## src/rtl/tdr_pkg.sv

```systemverilog
package tdr_pkg;
  typedef enum logic [1:0] {
    HOP_EJECT    = 2'd0,
    HOP_STRAIGHT = 2'd1,
    HOP_WRAP     = 2'd2,
    HOP_OVERRUN  = 2'd3
  } hop_kind_e;
endpackage

```

## src/rtl/tdr_dim_scan.sv

```systemverilog
module tdr_dim_scan #(
  parameter int N_DIM = 3,
  parameter int CW    = 2,
  parameter int DW    = 2
) (
  input  logic [N_DIM*CW-1:0] here_xyz,
  input  logic [N_DIM*CW-1:0] dest_xyz,
  input  logic [DW-1:0]       start_dim,
  output logic                found,
  output logic [DW-1:0]       sel_dim
);
  logic [N_DIM-1:0] pending;

  generate
    for (genvar d = 0; d < N_DIM; d++) begin : g_cmp
      assign pending[d] = (here_xyz[d*CW +: CW] != dest_xyz[d*CW +: CW])
                          && (d >= int'(start_dim));
    end
  endgenerate

  // lowest pending dimension wins: scan from the top so the last hit sticks
  always_comb begin
    found   = 1'b0;
    sel_dim = '0;
    for (int d = N_DIM - 1; d >= 0; d--) begin
      if (pending[d]) begin
        found   = 1'b1;
        sel_dim = DW'(d);
      end
    end
  end
endmodule

```

## src/rtl/tdr_level_step.sv

```systemverilog
module tdr_level_step
  import tdr_pkg::*;
#(
  parameter int N_DIM = 3,
  parameter int RADIX = 4,
  parameter int CW    = 2,
  parameter int LW    = 3
) (
  input  logic          found,
  input  logic [CW-1:0] coord,
  input  logic [LW-1:0] lvl_in,
  output hop_kind_e     kind,
  output logic          wraps,
  output logic [LW-1:0] lvl_out
);
  localparam logic [CW-1:0] EDGE = CW'(RADIX - 1);
  localparam logic [LW-1:0] TOP  = LW'(N_DIM);

  function automatic hop_kind_e classify(input logic f, input logic [CW-1:0] c,
                                         input logic [LW-1:0] l);
    if (!f)            return HOP_EJECT;
    else if (c != EDGE) return HOP_STRAIGHT;
    else if (l >= TOP)  return HOP_OVERRUN;
    else                return HOP_WRAP;
  endfunction

  assign wraps = found && (coord == EDGE);
  assign kind  = classify(found, coord, lvl_in);

  always_comb begin
    unique case (kind)
      HOP_WRAP:    lvl_out = lvl_in + LW'(1);
      HOP_OVERRUN: lvl_out = TOP;
      default:     lvl_out = lvl_in;
    endcase
  end
endmodule

```

## src/rtl/tdr_route_unit.sv

```systemverilog
module tdr_route_unit
  import tdr_pkg::*;
#(
  parameter int N_DIM = 3,
  parameter int RADIX = 4,
  localparam int CW = (RADIX > 2) ? $clog2(RADIX) : 1,
  localparam int DW = (N_DIM > 2) ? $clog2(N_DIM) : 1,
  localparam int LW = $clog2(N_DIM + 2)
) (
  input  logic                clk,
  input  logic                rst_n,
  input  logic                in_valid,
  input  logic [N_DIM*CW-1:0] here_xyz,
  input  logic [N_DIM*CW-1:0] dest_xyz,
  input  logic [DW-1:0]       hdr_dim,
  input  logic [LW-1:0]       hdr_lvl,
  output logic                out_valid,
  output logic [DW-1:0]       out_dim,
  output logic                out_eject,
  output logic [LW-1:0]       out_lvl,
  output logic                out_err
);
  logic          scan_found;
  logic [DW-1:0] scan_dim;
  logic [CW-1:0] act_coord;
  hop_kind_e     hop_kind;
  logic          hop_wraps;
  logic [LW-1:0] next_lvl;

  tdr_dim_scan #(.N_DIM(N_DIM), .CW(CW), .DW(DW)) u_scan (
    .here_xyz (here_xyz),
    .dest_xyz (dest_xyz),
    .start_dim(hdr_dim),
    .found    (scan_found),
    .sel_dim  (scan_dim)
  );

  assign act_coord = here_xyz[scan_dim*CW +: CW];

  tdr_level_step #(.N_DIM(N_DIM), .RADIX(RADIX), .CW(CW), .LW(LW)) u_lvl (
    .found  (scan_found),
    .coord  (act_coord),
    .lvl_in (hdr_lvl),
    .kind   (hop_kind),
    .wraps  (hop_wraps),
    .lvl_out(next_lvl)
  );

  always_ff @(posedge clk) begin
    if (!rst_n) begin
      out_valid <= 1'b0;
      out_dim   <= '0;
      out_eject <= 1'b0;
      out_lvl   <= '0;
      out_err   <= 1'b0;
    end else begin
      out_valid <= in_valid;
      if (in_valid) begin
        out_dim   <= scan_dim;
        out_eject <= (hop_kind == HOP_EJECT);
        out_lvl   <= next_lvl;
        out_err   <= (hop_kind == HOP_OVERRUN);
      end
    end
  end

  // input assumption: header level within 0..N_DIM
  a_r7_in_lvl: assert property (@(posedge clk) disable iff (!rst_n)
    in_valid |-> hdr_lvl <= LW'(N_DIM));

  a_r2_issue: assert property (@(posedge clk) disable iff (!rst_n)
    in_valid |=> out_valid);

  a_r2_idle: assert property (@(posedge clk) disable iff (!rst_n)
    !in_valid |=> !out_valid);

  a_r7_cap: assert property (@(posedge clk) disable iff (!rst_n)
    out_valid |-> out_lvl <= LW'(N_DIM));

  a_r7_no_drop: assert property (@(posedge clk) disable iff (!rst_n)
    in_valid |=> out_lvl >= $past(hdr_lvl));

  a_r4_eject_keeps: assert property (@(posedge clk) disable iff (!rst_n)
    in_valid && !scan_found |=> out_eject && !out_err && out_lvl == $past(hdr_lvl));

  a_r6_wrap_bump: assert property (@(posedge clk) disable iff (!rst_n)
    in_valid && hop_wraps && hdr_lvl < LW'(N_DIM) |=> out_lvl == $past(hdr_lvl) + LW'(1));

  a_r5_straight_keeps: assert property (@(posedge clk) disable iff (!rst_n)
    in_valid && scan_found && !hop_wraps |=> out_lvl == $past(hdr_lvl) && !out_err);

  a_r8_overrun: assert property (@(posedge clk) disable iff (!rst_n)
    out_valid && out_err |-> out_lvl == LW'(N_DIM) && !out_eject);
endmodule

```

## config.mk

```make
export PLATFORM = sky130hd
export DESIGN_NAME = tdr_route_unit
export DESIGN_NICKNAME = d
export VERILOG_FILES = /design/src/rtl/tdr_pkg.sv /design/src/rtl/tdr_dim_scan.sv /design/src/rtl/tdr_level_step.sv /design/src/rtl/tdr_route_unit.sv
export SDC_FILE = /design/constraint.sdc
export NUM_CORES = 1
export LEC_CHECK = 0
export ABC_AREA = 1
export BUFFER_PORTS_ARGS = -buffer_cell sky130_fd_sc_hd__buf_2
export CAP_MARGIN = 30
export CORE_MARGIN = 10
export CORE_UTILIZATION = 45
export DETAILED_ROUTE_END_ITERATION = 6
export PLACE_DENSITY = 0.86
export SLEW_MARGIN = 15
export SYNTH_ARGS = -nofsm -noshare
export SYNTH_HDL_FRONTEND = slang
export SYNTH_HIERARCHICAL = 1
export SYNTH_SLANG_ARGS = --single-unit
```

## constraint.sdc

```tcl
create_clock -name clk -period 1.6 [get_ports clk]
set_clock_uncertainty 0.1 [all_clocks]
set_input_delay 0 -clock clk [delete_from_list [all_inputs] [get_ports clk]]
set_output_delay 0 -clock clk [all_outputs]
set_load 0.005 [all_outputs]
```

### Word-level counts from Yosys, hierarchy flattened

Index checks and enable logic that the tools add are counted.

| word-level totals | value |
|---|---|
| output and inout port bits | 8 |
| flip-flop bits (word level) | 8 |

| cells by class | value |
|---|---|
| add/subtract/negate cells | 1 |
| eq/ne operators | 6 |
| multiplexer cells | 10 |
| $lt $le $gt $ge | 4 |
| reductions and logical operators | 4 |
| shift-type cells | 1 |

Operators with widths:

| operator | count |
|---|---|
| 2-bit two-way mux | 5 |
| 2-bit inequality test | 3 |
| 3-bit one-hot mux with 2 select lines | 1 |
| 6-bit by 4-bit variable part select with 2-bit output | 1 |
| 2-bit equality test (second input constant) | 2 |
| 1-bit by 2-bit greater-or-equal comparator with 1-bit output (first input constant) | 2 |
| 1-bit two-way mux | 4 |
| 3-bit by 1-bit adder with 3-bit output (second input constant) | 1 |
| 3-bit by 2-bit greater-or-equal comparator with 1-bit output (second input constant) | 1 |
| 1-bit logical AND | 3 |
| 2-bit greater-or-equal comparator (first input constant) | 1 |
| 2-bit logical NOT | 1 |
| 2-bit inequality test (second input constant) | 1 |

### Longest topological paths before layout

Gate-level depths: netlist of the first run.

| logic depth | value |
|---|---|
| depth in word-level cells | 11 |
| mapped depth | 16 |
| depth with buffers taken out | 16 |

### Hierarchy

Netlist of the first run, hierarchy kept.

Modules (own cells, without submodules):

| module | area each (um2) | times used | cells an instance | seq. area each (um2) |
|---|---|---|---|---|
| tdr_route_unit | 329.1 | 1 | 49 | 160.2 |
| tdr_dim_scan | 190.2 | 1 | 43 | 0.0 |
| tdr_level_step | 127.6 | 1 | 25 | 0.0 |

### Least setup slack after synthesis of the first run

No wires, ideal clock.

| timing path | value |
|---|---|
| path kind | input to register |
| start | input port here_xyz[2] |
| end | register out_lvl[0] |
| required time | 1.384 ns |
| cell stages on the path | 15 |
| arrival | 1.129 ns |
| setup slack | 0.255 ns |
| buffers on the path | 0 |
| cells stage by stage | inv_1 nand2_1 nand2_1 nand2_2 nand2_4 a21oi_2 inv_1 nand2_1 nand3_1 nand2_1 nand3_2 nor2_2 o21ai_0 nor2_1 nor2_1 |

| between the ends | value |
|---|---|
| longest elaborated chain between the ends | 10 |

Ends and longest elaborated chain:

| what | line | text |
|---|---|---|
| start, declared | tdr_route_unit.sv:13 | `input logic [N_DIM*CW-1:0] here_xyz,` |
| 2-bit inequality test (*) | tdr_dim_scan.sv:16 | `assign pending[d] = (here_xyz[d*CW +: CW] != dest_xyz[d*CW +: CW])` |
| 1-bit logical AND (*) | tdr_dim_scan.sv:17 | `&& (d >= int'(start_dim));` |
| 2-bit two-way mux (*) (2 in a row) | tdr_dim_scan.sv:26 | `if (pending[d]) begin` |
| named net scan_dim[0] | tdr_route_unit.sv:24 | `logic [DW-1:0] scan_dim;` |
| 6-bit by 4-bit variable part select with 2-bit output (*) | tdr_route_unit.sv:38 | `assign act_coord = here_xyz[scan_dim*CW +: CW];` |
| named net act_coord[0] | tdr_route_unit.sv:25 | `logic [CW-1:0] act_coord;` |
| 2-bit inequality test (*) | tdr_level_step.sv:22 | `else if (c != EDGE) return HOP_STRAIGHT;` |
| 2-bit two-way mux (*) | tdr_level_step.sv:22 |  |
| 2-bit two-way mux (*) | tdr_level_step.sv:21 | `if (!f) return HOP_EJECT;` |
| 2-bit equality test | tdr_level_step.sv:31 | `unique case (kind)` |
| 3-bit one-hot mux with 2 select lines (*) | tdr_level_step.sv:31 |  |
| named net next_lvl[0] | tdr_route_unit.sv:28 | `logic [LW-1:0] next_lvl;` |
| end signal, assigned | tdr_route_unit.sv:61 | `out_lvl <= next_lvl;` |
| end, declared | tdr_route_unit.sv:20 | `output logic [LW-1:0] out_lvl,` |

The timed path passes the listed nets; every way through them passes the cells marked *.
A chain may end at the register's enable or synchronous reset.

==> reports/results.txt, run 1 <==
CORE AREA: 1330 um2
drt wl/cell: 9.26 um
Multi-input gate area: 370 um2
Post-CTS Setup Repair Bufs: 0
vias: 727
Starting Density: 48.5%
commonest cells after routing, fill and taps aside: 36 x nand2_1, 28 x inv_1, 27 x buf_2, 15 x nor2_1
first-pass GRT wire length: 2490 um
synth unique cells: 16
min Tclk post-route: 1.36 ns
Synth Area per Inst: 5.53 um2
Adder-Cell Fraction of Synth Area: 3.87%
DRT Pass-1 Iters: 4
WL final: 1510 um
Boundary Pins: 28
share of layout cells above drive strength 1: 27.7%
Final Max Slew Viols: 0
Tightest Pin Transition: 0.207 ns
share of the synthesized area in the top cell type: 24.8%
Critical Path End Type: flip-flop
total clock buffers created by CTS: 3
placed insts: 158
pin count of the biggest net entering global routing: 9
r2r setup slk: 0.88 ns
critical path fanouts, max: 8
DRC violations left: 0
achievable frequency: 738 MHz
die width: 57.9 um
CP required: 1.69 ns
Crit Path Class: in2reg
H-tree levels: 1
clk buf depth: 2
CTS tree: done
# clock sinks: 8
final hold violation count: 0
GRT Util Overall: 8.77%
relative slew slack: 86.2%
final cell count without fillers: 163
1st-iter DRT viols: 6
final core utilization: 62.7%
largest family of logic cells by synthesized area: simple AND/OR/NAND/NOR gates
Yosys top cell by area: dfxtp_1
vias in the first global route: 676
Worst-path clk slew: 0.05 ns
initial antenna violation count: 0
Worst Hold Slack: 0.0123 ns
worst slack at placement: -0.0159 ns
P_leak: 0.551 nW
final estimated routing congestion in global placement: 0.762
worst min path class: in2reg
layout net count: 172
mux contribution to synthesized area: 0%
XOR/XNOR Fraction of Synth Area: 0%
largest cells by area after synthesis: dfxtp_1 25%, nand2_1 21%, inv_1 16%
pwr/cell area: 655 nW/um2
post-route cell area: 836 um2
chip height: 57.9 um
syn_nets: 139
maximum VDD drop: 0.612 mV
Synth Warn #: 6
# setup viols final: 0
crit path DAT: 1.44 ns
Syn Inst Count: 117
Seq/Total Area, Yosys: 24.8%
Critical Path Start Type: primary input
DP Area: 793 um2
Die Footprint: 3350 um2
grt ovf: 0
Antenna Cells: 0
max_cap viols: 0
simple-gate share of the synthesized area: 44.3%
clk_lat worst skew: 0.25 ns
detailed placement HPWL: 1310 um
slack of the critical path: 0.244 ns
hold_buf cts: 2
cell area after synthesis: 647 um2
RSZ-0062 raised after global routing: false
storage element area: 160 um2
root buffer cell: clkbuf_4
outcome: finished, final reports clean
commonest non-fill, non-tap cell in the layout: nand2_1
PortBufs: 27
Layout Area Growth over Synthesis: 29.2%
Synth Area in Compound Gates: 9.09%
post_cts resized: 0
antenna-violating nets left: 0
Fillers: 143
vias per cell: 4.46
Rows: 13
fin crit share: 84.7%
flop and latch count out of synthesis: 8
-- logic make-up after synthesis --
family                   after synthesis
AND/OR/NAND/NOR                       66
buffers and inverters                 30
AO/OA/AOI/OAI                         11
flip-flops                             8
adder cells (fa/ha/maj)                2
-- where the power goes --
part	leakage (nW)	internal, mW	switching, mW
combinational	0.471	0.0752	0.103
sequential	0.0663	0.214	0.00525
clock	0.0138	0.0855	0.0641
-- critical path, stage by stage --
cell,delay (ns)
dlygate4sd3_1,0.53
buf_2,0.16
nand2_1,0.06
dlygate4sd3_1,0.57
o21ai_1,0.12
-- through the flow --
stage	power (mW)	setup TNS [ns]
finish	0.548	0
detailed placement	0.400	-0.0237
global route	0.595	0
floorplan	0.338	0
CTS	0.557	0
global placement	0.392	0
-- cells in the mapped netlist --
cell type,number
dfxtp_1,8
ha_1,2
o21ai_0,8
inv_1,28
nand2_1,36
buf_4,1
o21ai_1,1
a21oi_1,1
nand2_4,1
inv_2,1
nor2_2,2
nand3_1,6
a21oi_2,1
nor2_1,15
nand2_2,5
nand3_2,1
-- layout make-up --
type / count / area share, %
Tap cell: 15 / 2.25
Inverter: 29 / 13.0
Multi-Input combinational cell: 79 / 44.3
Sequential cell: 8 / 19.2
Timing Repair Buffer: 29 / 18.6
Clock buffer: 3 / 2.69
-- state kept, by name (all words and copies together), names as in the netlist --
name	count
out_err	1
out_eject	1
out_valid	1
out_lvl	3
out_dim	2
-- layer usage --
| layer | track usage (%) | up-vias | wire, um |
|---|---|---|---|
| li1 | - | 406 | - |
| met2 | 17.3 | 13 | 785 |
| met3 | 3.70 | 0 | 112 |
| met1 | 7.55 | 308 | 611 |
| met4 | 3.02 | 0 | 0 |
| met5 | 0 | - | 0 |
-- worst paths after layout --
path / start / depth (start not counted) / to
worst max-delay path: rst_n / 5 / out_err$_SDFFE_PN0P_
worst min-delay path: in_valid / 3 / out_dim[0]$_SDFFE_PN0P_
worst max register to register: out_lvl[2]$_SDFFE_PN0P_ / 2 / out_lvl[2]$_SDFFE_PN0P_
worst min register to register: out_err$_SDFFE_PN0P_ / 2 / out_err$_SDFFE_PN0P_
Note: power is estimated with default switching activity, not from simulation.
==> run 2, diff against run 1 <==
- clock period: 1.6 -> 1.3 ns (I/O delays scaled with it)
==> run 2 against run 1 <==
Net effect:
- the flow now finishes with violations (negative setup slack)
- via count grew 17%
- routed wire length grew 61%
- sequential share of layout area decreased by 3.8 points
- clock power rose by 29%
- count of clock-buffer cells in the layout is the same
- flip-flop and latch count unchanged
- combinational power increased by 92%
- first-iteration DRC count grew to 2.7 times the previous value
- critical endpoint is now out_eject$_SDFFE_PN0P_
==> reports/results.txt, run 2 (synthesis results as in run 1) <==
outcome: finished with violations
violated checks: negative setup slack
DRT Pass-1 Iters: 7 (+3)
detailed placement HPWL: 1430 um (+9.4%)
clk buf depth: 2 (unchanged)
max_cap viols: 0 (unchanged)
GRT Util Overall: 10.9% (+2.1 points)
drt wl/cell: 13.9 um (+51%)
Boundary Pins: 28 (unchanged)
Antenna Cells: 0 (unchanged)
vias in the first global route: 806 (+19%)
initial antenna violation count: 0 (unchanged)
commonest cells after routing, fill and taps aside: 30 x nand2_1, 21 x buf_2, 18 x inv_1, 14 x nor2_1
DRC violations left: 0 (unchanged)
fin crit share: 105%
Worst Hold Slack: 0.0303 ns (+0.0180 ns)
maximum VDD drop: 0.508 mV (-17%)
critical path fanouts, max: 4 (-4)
Tightest Pin Transition: 0.226 ns (+0.0194 ns)
final estimated routing congestion in global placement: 0.733 (-3.8%)
Layout Area Growth over Synthesis: 61.5%
P_leak: 0.632 nW (+15%)
vias per cell: 4.91 (+10%)
reg2reg start: out_dim[0]$_SDFFE_PN0P_
CORE AREA: 1330 um2 (unchanged)
layout net count: 183 (+6.4%)
final cell count without fillers: 174 (+6.7%)
first-pass GRT wire length: 3040 um (+22%)
post-route cell area: 1040 um2 (+25%)
antenna-violating nets left: 0 (unchanged)
slack of the critical path: -0.0655 ns (-0.310 ns)
die width: 57.9 um (unchanged)
relative slew slack: 84.8% (-1.4 points)
min Tclk post-route: 1.37 ns
total clock buffers created by CTS: 3 (unchanged)
WL final: 2430 um (+61%)
clk_lat worst skew: 0.25 ns (about the same)
CTS tree: done
Rows: 13 (unchanged)
final hold violation count: 0 (unchanged)
PortBufs: 27 (unchanged)
Crit Path Class: in2reg
Starting Density: 48.5% (unchanged)
grt ovf: 0 (unchanged)
worst min path class: in2reg
# setup viols final: 4 (+4)
commonest non-fill, non-tap cell in the layout: nand2_1
Largest register FFs: 3 (unchanged)
1st-iter DRT viols: 16 (+10)
Die Footprint: 3350 um2 (unchanged)
pin count of the biggest net entering global routing: 9 (unchanged)
share of layout cells above drive strength 1: 46.5% (+19 points)
achievable frequency: 732 MHz
root buffer cell: clkbuf_4
placed insts: 165 (+4.4%)
chip height: 57.9 um (unchanged)
CP required: 1.39 ns (-0.30 ns)
Critical Path Start Type: primary input
Worst-path clk slew: 0.06 ns (about the same)
vias: 854 (+17%)
Largest Register: out_lvl
RSZ-0062 raised after global routing: true
Critical Path End Type: flip-flop
pwr/cell area: 773 nW/um2 (+18%)
biggest regs: out_lvl: 3 flops, out_dim: 2 flops
crit path DAT: 1.45 ns (about the same)
H-tree levels: 1 (unchanged)
# clock sinks: 8 (unchanged)
Setup crit start: here_xyz[1]
Final Max Slew Viols: 0 (unchanged)
worst hold start: hdr_lvl[2]
DP Area: 853 um2 (+7.6%)
## run 2: changes by cell type in the layout (fill, tap and decap cells not counted), sizes merged
cell	previous run	this run
buf	27	38
## run 2: repair_timing
action,4_1_cts,5_1_grt
setup buffers,0,4
hold buffers,2,0
gates resized for setup,1,37
endpoints found under the hold margin,8,0
endpoints found under the setup margin,1,5
pin swaps,0,26
## run 2: final cells by class
class	instances	area, um2
fill	96	289
multi-input combinational	79	452
tap	15	18.8
timing repair buffer	40	283
inverter	29	109
clock buffer	3	22.5
sequential	8	160
## run 2: power breakdown
part / internal [mW] / leakage [nW] / switching [mW]
sequential: 0.263 / 0.0663 / 0.00809
clock: 0.106 / 0.0138 / 0.0875
combinational: 0.153 / 0.551 / 0.190
total: 0.522 / 0.632 / 0.285
## run 2: worst paths after layout
check | slack [ns] | endpoint | cells past startpoint
min reg2reg | 0.42 | out_err$_SDFFE_PN0P_ | 2
max reg2reg | 0.51 | out_dim[0]$_SDFFE_PN0P_ | 2
max | -0.07 | out_eject$_SDFFE_PN0P_ | 16
min | 0.03 | out_lvl[2]$_SDFFE_PN0P_ | 5
## run 2: metrics by stage
step	power, mW	worst slack, ns	utilization (%)	setup TNS, ns
3_5_place_dp	0.518	-0.270	64.0	-1.01
4_1_cts	0.720	0.00316	67.5	0
5_1_grt	0.855	-0.285	78.3	-0.867
3_3_place_gp	0.506	-0.174	64.0	-0.724
6_report	0.807	-0.0655	78.3	-0.164
2_1_floorplan	0.420	0.00636	-	0
## run 2: worst max-delay path, cell delays in order
cell     delay [ns]
buf_2          0.11
inv_1          0.05
nand2_1        0.06
nand2_2        0.08
nand2_4        0.07
a21oi_4        0.20
inv_2          0.08
nand2_2        0.08
nand3_2        0.07
nand2_2        0.11
nand2_1        0.09
o21ai_1        0.12
inv_1          0.06
nor2_1         0.11
nor2_1         0.05
nor2_1         0.12
## run 2: per-layer routing
layer,track usage (%),part of all wire (%),up-vias
met2,21.8,54,33
met4,6.04,3.5,0
met5,0,0,-
met1,8.79,36,382
met3,3.92,5.6,12
li1,-,-,427
